`config.mk`:
```
export PLATFORM = sky130hd
export DESIGN_NAME = lockbank_top
export DESIGN_NICKNAME = d
export VERILOG_FILES = /design/src/rtl/lockbank_pkg.sv /design/src/rtl/lock_store.sv /design/src/rtl/lock_eval.sv /design/src/rtl/lockbank_top.sv
export SDC_FILE = /design/constraint.sdc
export NUM_CORES = 1
export LEC_CHECK = 0
export BUFFER_PORTS_ARGS = -buffer_cell sky130_fd_sc_hd__buf_2
export CORE_MARGIN = 2
export CORE_UTILIZATION = 35
export CTS_BUF_LIST = sky130_fd_sc_hd__clkbuf_8
export DETAILED_ROUTE_END_ITERATION = 8
export GPL_TIMING_DRIVEN = 0
export MAX_ROUTING_LAYER = met4
export SLEW_MARGIN = 0
export SYNTH_ARGS = -nofsm -noshare
export SYNTH_HDL_FRONTEND = slang
export SYNTH_SLANG_ARGS = --single-unit
export TNS_END_PERCENT = 50
```
`constraint.sdc`:
```
create_clock -name clk -period 2.2 [get_ports clk]
set_input_delay 0.11 -clock clk [delete_from_list [all_inputs] [get_ports clk]]
set_output_delay 0.11 -clock clk [all_outputs]
set_load 0.02 [all_outputs]
```
`src/rtl/lockbank_pkg.sv`:
```
package lockbank_pkg;
  typedef enum logic [1:0] {
    OP_READ  = 2'd0,
    OP_PROG  = 2'd1,
    OP_ERASE = 2'd2,
    OP_ERS2  = 2'd3
  } op_e;

  typedef struct packed {
    logic rd_lock;
    logic down;
    logic wr_lock;
  } lock_t;

  localparam lock_t LOCK_RST = '{rd_lock: 1'b0, down: 1'b0, wr_lock: 1'b1};

  function automatic logic [7:0] lock_to_byte(lock_t l);
    return {5'b00000, l};
  endfunction
endpackage

```
`src/rtl/lock_store.sv`:
```
module lock_store
  import lockbank_pkg::*;
#(
  parameter int NBLK = 50,
  parameter int IW   = $clog2(NBLK)
) (
  input  logic          clk,
  input  logic          rst,
  input  logic          wr_en,
  input  logic [IW-1:0] wr_idx,
  input  logic [7:0]    wr_data,
  input  logic [IW-1:0] rd_idx,
  output lock_t         rd_lock,
  output logic          rd_hit,
  input  logic [IW-1:0] acc_idx,
  output lock_t         acc_lock,
  output logic          acc_hit
);
  lock_t regs [NBLK];

  for (genvar g = 0; g < NBLK; g++) begin : g_blk
    always_ff @(posedge clk) begin
      if (rst)
        regs[g] <= LOCK_RST;
      else if (wr_en && (int'(wr_idx) == g) && !regs[g].down)
        regs[g] <= wr_data[2:0];
    end
  end

  always_comb begin
    rd_hit   = int'(rd_idx) < NBLK;
    acc_hit  = int'(acc_idx) < NBLK;
    rd_lock  = rd_hit  ? regs[rd_idx]  : '0;
    acc_lock = acc_hit ? regs[acc_idx] : '0;
  end
endmodule

```
`src/rtl/lock_eval.sv`:
```
module lock_eval
  import lockbank_pkg::*;
(
  input  lock_t      lock,
  input  logic       hit,
  input  logic       is_top,
  input  logic [1:0] op,
  input  logic       top_lock,
  input  logic       wr_protect,
  output logic       allow,
  output logic       prot
);
  logic modify;
  logic pin_force;

  always_comb begin
    modify    = (op_e'(op) != OP_READ);
    pin_force = is_top ? top_lock : wr_protect;
    if (!hit) begin
      allow = 1'b0;
    end else if (modify) begin
      allow = !lock.wr_lock && !pin_force;
    end else begin
      allow = !lock.rd_lock;
    end
    prot = modify && !allow;
  end
endmodule

```
`src/rtl/lockbank_top.sv`:
```
module lockbank_top
  import lockbank_pkg::*;
#(
  parameter int NBLK = 50,
  parameter int IW   = $clog2(NBLK)
) (
  input  logic          clk,
  input  logic          rst,
  input  logic          reg_wr_en,
  input  logic [IW-1:0] reg_wr_idx,
  input  logic [7:0]    reg_wdata,
  input  logic [IW-1:0] reg_rd_idx,
  output logic [7:0]    reg_rdata,
  input  logic          top_lock,
  input  logic          wr_protect,
  input  logic          acc_valid,
  input  logic [IW-1:0] acc_idx,
  input  logic [1:0]    acc_op,
  input  logic [7:0]    arr_data,
  output logic          resp_valid,
  output logic          resp_allow,
  output logic          resp_prot,
  output logic [7:0]    resp_data
);
  localparam logic [IW-1:0] TOP_IDX = IW'(NBLK - 1);

  lock_t rd_lock, acc_lock;
  logic  rd_hit, acc_hit;
  logic  ev_allow, ev_prot;

  lock_store #(.NBLK(NBLK), .IW(IW)) u_store (
    .clk(clk), .rst(rst),
    .wr_en(reg_wr_en), .wr_idx(reg_wr_idx), .wr_data(reg_wdata),
    .rd_idx(reg_rd_idx), .rd_lock(rd_lock), .rd_hit(rd_hit),
    .acc_idx(acc_idx), .acc_lock(acc_lock), .acc_hit(acc_hit)
  );

  lock_eval u_eval (
    .lock(acc_lock), .hit(acc_hit), .is_top(acc_idx == TOP_IDX),
    .op(acc_op), .top_lock(top_lock), .wr_protect(wr_protect),
    .allow(ev_allow), .prot(ev_prot)
  );

  always_ff @(posedge clk) begin
    if (rst) begin
      reg_rdata  <= 8'h00;
      resp_valid <= 1'b0;
      resp_allow <= 1'b0;
      resp_prot  <= 1'b0;
      resp_data  <= 8'h00;
    end else begin
      reg_rdata  <= rd_hit ? lock_to_byte(rd_lock) : 8'h00;
      resp_valid <= acc_valid;
      resp_allow <= acc_valid && ev_allow;
      resp_prot  <= acc_valid && ev_prot;
      resp_data  <= (acc_valid && ev_allow && op_e'(acc_op) == OP_READ) ? arr_data : 8'h00;
    end
  end
endmodule

```
==> flow_summary.yaml <==
outcome:
  status: "completed"
critical_path:
  max_stage_delay_ns: 0.70
  path_cells: "buf_2 > clkbuf_1 > mux4_2 > mux4_2 > o211ai_1 > o31ai_1 > and2_1"
  critPathCaptureType: "flop"
  arrival_ns: 2.52
  crit_type: "in -> reg"
  cp_max_fo: 10
  start_kind: "input pin"
  crit_required_ns: 2.57
  crit_family: "buffers and inverters"
  r2r_slack_ns: 0.14
  worstReg2RegEnd: "reg_rdata[1]"
  cpMostUsedCell: "mux4_2"
  crit_buf_inv: 2
  rr_worst_depth: 5
  slowest_stage: "clkbuf_1"
  r2r-start: "u_store.regs[39][1]"
hold_path:
  hold_path.class: "in -> reg"
  holdPathEnd: "reg_rdata[0]"
  hold_path_depth: 3
  hold_start: "reg_rd_idx[4]"
sta:
  rsz0062_at_grt: "yes"
  fin_skew_ns: 0.0137
  setup_viol: 0
  hold_violations: 0
  fin_crit_sh: 0.978
  worst_pin_slew_ns: 1.18
  period_minus_slack_ns: 2.15
  max_freq_mhz: 465
  maxSlewHeadroom: 0.198
  finalMaxSlewViolations: 0
power:
  power_uw: 6730
  p_leak_uw: 0.00346
  power_density_mw_per_mm2: 648
  vdd_drop_max_uv: 297
global_routing:
  grt_remaining_overflow: 0
  antenna_found_initial: 0
  grt_max_degree: 17
  grt_pass1_vias: 6683
  grt_pass1_wl_mm: 42.4
  grt_usage: 0.215
synthesis:
  synth_top_cell_by_area: "edfxtp_1"
  synth_top_area_frac: 0.490
  syn-mean-instance-area_um2: 12.2
  synthCells: 754
  yosys_warnings: 0
  ys_seq_elements: 164
  synth_cell_types: 51
  synth_edf_count: 150
  synthTopCellsByArea: "edfxtp_1 49%, mux4_2 12%, and2_1 7.0%"
  syn-cell-area_mm2: 0.00919
  synth_flop_cell: "edfxtp_1"
  seq_area_frac_synth: 0.521
  async_reset_ff_frac: 0
cells_and_area:
  area_growth_pct: 13.0
  nets: 870
  drive_gt1_frac: 0.181
  diodes: 0
  most-common-layout-cells: "150 x edfxtp_1, 103 x and2_1, 75 x nand2_1, 52 x nand2b_1, 48 x buf_2"
  instances_no_fill: 1176
  final_common_cell: "edfxtp_1"
  fillers: 2455
clocking:
  clk_path_buf_depth: 2
  h-tree-depth: 4
  path_clk_slew_ns: 0.09
  cts.sinks: 164
  cts_setup_buffers: 0
  clk_latency_ns: 0.47
  numCtsBuffers: 17
  cts-root-buf: "clkbuf_8"
  cts_tree: "done"
drt:
  wl_mm: 28.6
  routed_via_density: 5.80
  vias: 6826
  post_drt_wl_per_cell_um: 24.3
  ant_nets: 0
  drtIter0Drc: 859
  route.detailed.drc: 0
  first_pass_iters: 5
run:
  cap_violations: 0
place:
  placedCellCount: 1132
  routabilityCongestion: 0.914
  dp_hpwl_mm: 20.6
  port_buffers: 39
floorplan:
  die-area_mm2: 0.0276
  rows: 59
  start_util: 0.355
  io_pins: 61
  fp.dieW_um: 166
  fp.coreArea_mm2: 0.0259
  die_h_um: 166
==> per-stage QoR <==
stage	TNS, ns	worst slack (ns)	utilization	hold WS [ns]	instance area (um^2)
final	0	0.0479	0.401	0.0698	10400
after global routing	-0.142	-0.0355	0.401	0.126	10400
after CTS	0	0.0652	0.400	0.0487	10400
after detailed placement	-13.36	-0.403	0.379	0.354	9820
after global placement	-10.49	-0.376	0.379	0.354	9820
after floorplan	0	0.280	-	0.212	9200
==> worst min-delay path, delay by kind of cell <==
kind / cells / cell delay (ns)
buffers and inverters: 1 / 0.18
AOI/OAI and AO/OA: 1 / 0.07
and+or+nand+nor: 1 / 0.13
==> final cells by class <==
| cell class | instances | area [um^2] | share of cell area |
|---|---|---|---|
| timing repair buffer | 51 | 315 | 0.0304 |
| tap | 335 | 419 | 0.0404 |
| buffer | 61 | 318 | 0.0306 |
| clock inverter | 13 | 166 | 0.0160 |
| inverter | 3 | 11.3 | 0.00108 |
| sequential | 164 | 4780 | 0.461 |
| multi-input combinational | 530 | 4110 | 0.396 |
| clock buffer | 19 | 262 | 0.0252 |
==> worst max path at each step <==
stage	start	endpoint	slack (ns)	cells after the start
final	reg_rd_idx[1]	reg_rdata[1]	0.05	7
after global routing	reg_wr_idx[0]	u_store.regs[13][0]	-0.04	5
after CTS	u_store.regs[7][2]	resp_allow	0.07	6
after detailed placement	reg_wr_idx[0]	u_store.regs[19][2]	-0.40	5
after global placement	reg_rd_idx[1]	reg_rdata[1]	-0.38	7
after floorplan	reg_rd_idx[1]	reg_rdata[1]	0.28	7
==> per-layer routing <==
metal / vias up / share of wire / GRT usage
li1: 2992 / - / -
met1: 3397 / 0.42 / 0.281
met2: 363 / 0.46 / 0.330
met3: 74 / 0.077 / 0.0377
met4: 0 / 0.039 / 0.0953
met5: - / 0 / -
==> Yosys cell counts, types with 3 or more instances <==
cell type,number
nand2b_1,52
buf_4,7
nor2b_1,12
nand2_1,75
a21oi_1,6
nor2_1,27
dfxtp_1,14
nor3_1,46
o41ai_1,15
buf_1,5
mux2i_1,45
mux2_2,5
nor4_1,5
and2_1,103
buf_6,5
o31ai_1,17
a22oi_1,12
mux4_2,47
edfxtp_1,150
buf_2,9
inv_1,3
clkbuf_1,34
nand3_1,13
a211oi_1,11
==> logic make-up (layout without fill, tap and decap cells) <==
group,after synthesis,count (layout),synth area share
simple gates,343,343,0.199
other cells,1,5,0.000408
mux,98,98,0.172
flops,164,164,0.521
compound gates,84,84,0.0733
buf+inv,64,147,0.0355
==> flip-flops by register name, indices dropped and copies added, names as in the netlist <==
| register | cells |
|---|---|
| resp_prot | 1 |
| resp_valid | 1 |
| resp_data | 8 |
| u_store.regs | 150 |
| resp_allow | 1 |
| reg_rdata | 3 |
==> report_power, final <==
group	leakage, uW	switching, uW	internal [uW]
logic	0.00174	490	273
registers	0.00149	50.5	3460
clock network	0.000235	1170	1280
==> what timing repair did <==
action                                  4_1_cts  5_1_grt
hold buffers                                 12        0
endpoints found under the setup margin        0       50
endpoints found under the hold margin        12        0
gates resized for setup                       0        5
(Power assumes the default switching activity.)
